$ cat config.mk
export PLATFORM = sky130hd
export DESIGN_NAME = i2c_evt_wait
export DESIGN_NICKNAME = d
export VERILOG_FILES = /design/src/rtl/i2c_evt_wait.sv
export SDC_FILE = /design/constraint.sdc
export NUM_CORES = 1
export LEC_CHECK = 0
export BUFFER_PORTS_ARGS = -buffer_cell sky130_fd_sc_hd__buf_2
export CORE_AREA = 5 5 42 44
export DETAILED_ROUTE_END_ITERATION = 8
export DIE_AREA = 0 0 47 49
export SYNTH_ARGS = -nofsm -noshare
export SYNTH_HDL_FRONTEND = slang
export SYNTH_SLANG_ARGS = --single-unit
$ cat constraint.sdc
create_clock -name clk -period 1.1 [get_ports clk]
set_input_delay 0.11 -clock clk [delete_from_list [all_inputs] [get_ports clk]]
set_output_delay 0.11 -clock clk [all_outputs]
set_load 0.01 [all_outputs]
$ cat src/rtl/i2c_evt_wait.sv
module i2c_evt_wait #(
  parameter int CNT_W = 4
) (
  input  logic             clk,
  input  logic             rst_n,
  input  logic             scl_fall,
  input  logic [CNT_W-1:0] bit_cnt,
  input  logic             wait_sel,
  input  logic             is_master,
  input  logic             addr_phase,
  input  logic             addr_match,
  input  logic             ext_code,
  input  logic             restart_seen,
  input  logic             ack_en,
  input  logic             wr_data,
  input  logic             wait_rel,
  input  logic             start_req,
  input  logic             stop_req,
  input  logic             stop_det,
  input  logic             stop_ie,
  output logic             irq,
  output logic             scl_hold,
  output logic             force_ack,
  output logic             ack_drive
);
  localparam logic [CNT_W-1:0] CLK8 = CNT_W'(8);
  localparam logic [CNT_W-1:0] CLK9 = CNT_W'(9);

  logic at8, at9, slave_addr;
  logic slv_match, slv_ext, slv_rs;
  logic ev_wait, ev_nowait, release_evt, ack_lat;

  assign at8        = scl_fall && (bit_cnt == CLK8);
  assign at9        = scl_fall && (bit_cnt == CLK9);
  assign slave_addr = addr_phase && !is_master;
  assign slv_match  = slave_addr && addr_match;
  assign slv_ext    = slave_addr && !addr_match && ext_code;
  assign slv_rs     = slave_addr && !addr_match && !ext_code && restart_seen;

  assign ev_wait = (!addr_phase && (wait_sel ? at9 : at8))
                 || (addr_phase && is_master && at9)
                 || (slv_match && at9)
                 || (slv_ext && at8);
  assign ev_nowait = slv_rs && at9;

  assign release_evt = wr_data || wait_rel || (is_master && (start_req || stop_req));

  always_ff @(posedge clk or negedge rst_n) begin
    if (!rst_n) begin
      irq      <= 1'b0;
      scl_hold <= 1'b0;
      ack_lat  <= 1'b0;
    end else begin
      irq <= ev_wait || ev_nowait || (stop_det && stop_ie);
      if (ev_wait)
        scl_hold <= 1'b1;
      else if (release_evt)
        scl_hold <= 1'b0;
      if (!scl_hold || release_evt)
        ack_lat <= ack_en;
    end
  end

  assign force_ack = slv_match;
  assign ack_drive = force_ack || ack_lat;
endmodule


==> flow_summary.toml, run 1 <==
[timing]
fmaxAchievable_ghz = 0.935
rsz0062_at_grt = "no"
post-route-min-period_ns = 1.07
min_period_over_period_pct = 97.2
fin_skew_ns = 0.0000158
slew_viol_final = 0
setup_viol = 0
timing.setup.tns_ns = 0
worst_pin_slew_ns = 0.168
hold_viol = 0
max-slew-margin-rel_pct = 88.7

[drt]
wirelength_met1_um = 236
routed_wirelength_um = 669
vias_per_cell = 4.25
drt_first_pass_iters = 1
dr.max_layer_used = "met4"
ant_nets = 0
wl_per_cell_um = 9.99
route.met2.wl_um = 349
drt_iter0_markers = 0
post-route-drc-count = 0
via_count = 285
met3_length_um = 63

[clock_network]
h-tree-depth = 1
path_clk_slew_ns = 0.04
cts_buffer_depth = 2
cts_setup_buffers = 0
cts-buffers-inserted = 3
clk_latency_ns = 0.23
tritoncts = "yes"
cts.sink_count = 3
clockRootBuffer = "clkbuf_4"

[global_routing]
grt_pass1_vias = 290
grt_pass1_wl_um = 1060
grt.total_usage_pct = 6.77
grt_antenna_before_repair = 0
grt-ovfl-total = 0
grt_max_degree = 8

[power]
powerDensity_mw_per_mm2 = 972
leakagePower_nw = 0.216
irDropWorstVdd_mv = 0.243

[synthesis]
synth_top_area_cell = "dfrtp_1"
synth_area_sq_um = 229
synth_top_cell_area_share_pct = 32.8
synth-seq-cells = 3
syn_inst = 23
synthTopCellsByArea = "dfrtp_1, o21ai_0, and4bb_1, and4bb_2, mux2_2"
ys_types = 18
ys_seq_area_share_pct = 32.8
syn_avg_cell_area_sq_um = 9.96
yosys_warnings = 0
synth_nets = 43

[placement]
numPortBuffers = 23
gp_congestion = 0.789
dp_hpwl_um = 597
dpl-instance-area_sq_um = 364

[floorplanning]
die_area_sq_mm = 0.00230
initial_utilization_pct = 16.3
ios = 24
die_h_um = 49
core_sq_mm = 0.00140
fp.dieW_um = 47
num_rows = 14

[critical_path]
critPathTopFamily = "flip-flops"
cp.required_ns = 0.99
worstPathCellList = "or2_4, buf_6"
worstPathMaxFanout = 2
cp.arrival_ns = 0.96
critPathMaxStageDelay_ns = 0.37
critPathBufInv = 1
end_kind = "output pin"
cp_slowest_cell = "dfrtp_1"
startpoint_type = "register"
crit_type = "reg2out"

[cells_and_area]
layout_commonest_cell = "buf_2"
finish.utilization_pct = 29.2
multi_input_area_sq_um = 153
final_cell_mix = "buf_2, o21ai_0, dfrtp_1, clkbuf_4, nor2_1"
register_area_sq_um = 75.1
final_nets = 72
nFillCells = 167
drive_gt1_share_pct = 60.8
finalInstanceArea_sq_um = 409
area_delta_synth_final_pct = 78.7
n_antenna_cell = 0

[flow_run]
maxCapViolations = 0

[run_status]
status = "complete, no violations"

[worst_hold_path]
hold_path_class = "in2reg"
-- area by class of cell --
cell class,count,share of cell area (%)
repair buffers,24,32.1
flip-flops and latches,3,18.3
clock buffers,4,6.42
multi-input cells,19,37.3
inverters,1,0.917
well taps,16,4.89
-- per-layer routing --
layer,global-route usage (%),up-vias
li1,-,145
met1,7.30,125
met2,9.28,13
met3,0.369,2
met4,9.68,0
met5,0,-
-- timing repair --
| action | 4_1_cts | 5_1_grt |
|---|---|---|
| hold buffers | 1 | 0 |
| endpoints found under the setup margin | 1 | 0 |
| gates resized for setup | 2 | 0 |
| endpoints found under the hold margin | 3 | 0 |
-- worst register-to-register path, cell delays in order, from the launching register on --
cell,delay [ns]
dfrtp_1,0.36
nand3_1,0.09
mux2_2,0.34
-- report_power, final --
part	total [mW]	switching, mW	internal (mW)
clock network	0.191	0.0554	0.136
registers	0.118	0.00172	0.116
logic	0.0884	0.0330	0.0554
total	0.398	0.0902	0.307
-- worst paths after layout --
path	cells after the start	slack (ns)	to	start
worst max-delay path	2	0.03	ack_drive	ack_lat
worst min register to register	1	0.51	ack_lat	ack_lat
worst min-delay path	2	0.11	irq	stop_ie
max in group asynchronous	2	0.79	ack_lat	rst_n
worst max register to register	2	0.19	ack_lat	scl_hold
min in group asynchronous	2	0.20	irq	rst_n
-- stage by stage --
step	hold slack, ns	setup slack, ns	total power [mW]	instances
CTS	0.101	0.0126	0.411	67
global placement	-0.0927	0.0310	0.202	62
global route	0.105	0.00355	0.425	67
detailed placement	-0.0924	0.0173	0.202	62
floorplan	-0.186	0.172	0.151	23
finish	0.109	0.0306	0.398	67
-- flip-flops by register name (all words and copies together) (netlist names) --
name	flops
ack_lat	1
irq	1
scl_hold	1
-- cells in the mapped netlist --
| master | number |
|---|---|
| o21a_1 | 1 |
| and3b_2 | 1 |
| or2_2 | 1 |
| and4bb_2 | 1 |
| o21bai_1 | 1 |
| dfrtp_1 | 3 |
| inv_1 | 1 |
| and2b_4 | 1 |
| nor2_1 | 2 |
| a221o_1 | 1 |
| o311a_1 | 1 |
| nor3b_1 | 1 |
| and4bb_1 | 1 |
| mux2_2 | 1 |
| o221a_1 | 1 |
| nor2b_1 | 1 |
| o21ai_0 | 3 |
| nand3_1 | 1 |
-- cells by family after synthesis --
group	Yosys count	share of synthesized area [%]
buffers and inverters	1	1.64
muxes	1	4.92
DFF	3	32.8
AOI/OAI and AO/OA	8	26.8
and+or+nand+nor	10	33.9
Power figures use the tool's default switching activity.
==> run 2: changes to the inputs <==
--- a/config.mk
+++ b/config.mk
@@ -9,2 +9,3 @@
 export CORE_AREA = 5 5 42 44
+export CTS_CLUSTER_DIAMETER = 100
 export DETAILED_ROUTE_END_ITERATION = 8
==> constraint.sdc (replaced) <==
create_clock -name clk -period 0.9 [get_ports clk]
set_input_delay 0.09 -clock clk [delete_from_list [all_inputs] [get_ports clk]]
set_output_delay 0.09 -clock clk [all_outputs]
set_load 0.1 [all_outputs]
==> run 2 against run 1 <==
Net effect: the run now ends with setup timing left; routed wire length is 6.0% higher; clock power is 24% higher; hold slack worse by 0.012 ns; sequential power is 26% higher; clock skew is 0.0037 ns higher; count of clock-buffer cells in the layout stayed put; final cell count is 10% higher; setup slack worse by 0.23 ns.
==> flow_summary.toml, run 2 (synthesized netlist as in run 1, its figures left out) <==
[run_status]
violations = "setup timing"
status = "finished with violations"

[global_routing]
grt_pass1_vias = 309
grt_pass1_wl_um = 1180
grt-ovfl-total = 0
grt_antenna_before_repair = 0
grt.total_usage_pct = 7.06
grt_max_degree = 6

[drt]
ant_nets = 0
post-route-drc-count = 0
drt_iter0_markers = 0
vias_per_cell = 4.15
via_count = 307
wl_per_cell_um = 9.58
routed_wirelength_um = 709
drt_first_pass_iters = 1

[timing]
post-route-min-period_ns = 1.10
setup_slack_ns = -0.202
max-slew-margin-rel_pct = 79.3
worst_pin_slew_ns = 0.308
setup_viol = 3
hold_viol = 0
slew_viol_final = 0
fmaxAchievable_ghz = 0.907
min_period_over_period_pct = 122
timing.setup.tns_ns = -0.462
fin_skew_ns = 0.00376
timing.hold.ws_ns = 0.0967
rsz0062_at_grt = "yes"

[floorplanning]
num_rows = 14
core_sq_mm = 0.00140
ios = 24
fp.dieW_um = 47
die_h_um = 49
initial_utilization_pct = 16.3
die_area_sq_mm = 0.00230

[cells_and_area]
layout_commonest_cell = "buf_2"
drive_gt1_share_pct = 70.7
reg_top3 = "ack_lat x1, irq x1, scl_hold x1"
area_delta_synth_final_pct = 142
final_cell_mix = "buf_2, buf_4, buf_12"
finalInstanceArea_sq_um = 553
final_nets = 79
n_antenna_cell = 0
finish.utilization_pct = 39.5

[critical_path]
startpoint = "ack_lat"
timing.rr.start = "scl_hold"
worstPathMaxFanout = 2
crit_path_end = "ack_drive"
rrSetupSlack_ns = -0.08
end_kind = "output pin"
crit_type = "reg2out"
cp.arrival_ns = 1.01
startpoint_type = "register"
cp.required_ns = 0.81
r2r_end = "ack_lat"
worstRegToRegCells = 2

[power]
total_power_mw = 0.611
pwr-share-seq_pct = 24.3
pwr-share-comb_pct = 37.0
swShare_pct = 30.7
leakagePower_nw = 0.269
switching_power_mw = 0.188
powerDensity_mw_per_mm2 = 1100
irDropWorstVdd_mv = 0.530
clockPowerShare_pct = 38.7
p_int_mw = 0.423

[clock_network]
tritoncts = "yes"
cts_buffer_depth = 2
cts.sink_count = 3
cts-buffers-inserted = 3
clockRootBuffer = "clkbuf_4"
h-tree-depth = 1
path_clk_slew_ns = 0.04
clk_latency_ns = 0.23

[placement]
gp_congestion = 0.767
numPortBuffers = 23
dp_hpwl_um = 640
dpl-instance-area_sq_um = 495

[worst_hold_path]
hold_path_class = "in2reg"

[flow_run]
maxCapViolations = 0
## run 2: cell types whose count changed in the layout (fill, tap and decap cells not counted), moves of 2 or more
cell	before	now
buf_2	22	18
dfrtp_1	3	1
buf_6	1	3
buf_4	0	5
buf_12	0	4
## run 2: metal layers
metal	wire, um	vias up	global-route usage (%)
met5	0	-	0
met1	271	135	7.96
li1	-	159	-
met4	0	0	1.38
met3	76	0	4.80
met2	360	13	10.9
## run 2: layout make-up
type / count / area, sq um
repair buffers: 31 / 251
multi-input cells: 19 / 171
fillers: 155 / 848
clock buffers: 4 / 26.3
well taps: 16 / 20.0
inverters: 1 / 3.75
flip-flops and latches: 3 / 80.1
## run 2: worst min-delay path by stage
stage	startpoint	to	slack [ns]	cells past startpoint
2_1_floorplan	rst_n	ack_lat	-0.21	0
3_3_place_gp	rst_n	ack_lat	-0.11	1
3_5_place_dp	rst_n	scl_hold	-0.11	1
4_1_cts	ack_en	ack_lat	0.09	2
5_1_grt	ack_en	ack_lat	0.09	2
6_report	ack_en	ack_lat	0.1	2
## run 2: repair_timing
action                                 in CTS  in global routing
endpoints found under the hold margin       3                  0
setup endpoints to repair                   4                  5
gates cloned                                0                  0
buffers inserted                            1                  0
pin swaps                                   2                  0
hold buffers                                1                  0
gates resized for setup                     3                  3
## run 2: power by group through the flow
| stage | sequential (mW) | clock (mW) | combinational [mW] |
|---|---|---|---|
| 6_report | 0.149 | 0.236 | 0.226 |
| 5_1_grt | 0.149 | 0.262 | 0.240 |
| 3_3_place_gp | 0.150 | 0 | 0.217 |
| 2_1_floorplan | 0.179 | 0 | 0.0765 |
| 4_1_cts | 0.149 | 0.246 | 0.226 |
| 3_5_place_dp | 0.150 | 0 | 0.219 |
## run 2: critical path: stages, from the launching register on
cell	delay, ns
dfrtp_1	0.37
or2_4	0.24
buf_12	0.16
## run 2: stage by stage
step	std cells	setup slack [ns]
2_1_floorplan	23	-0.250
3_3_place_gp	69	-0.139
3_5_place_dp	69	-0.145
4_1_cts	75	-0.223
5_1_grt	74	-0.231
6_report	74	-0.202
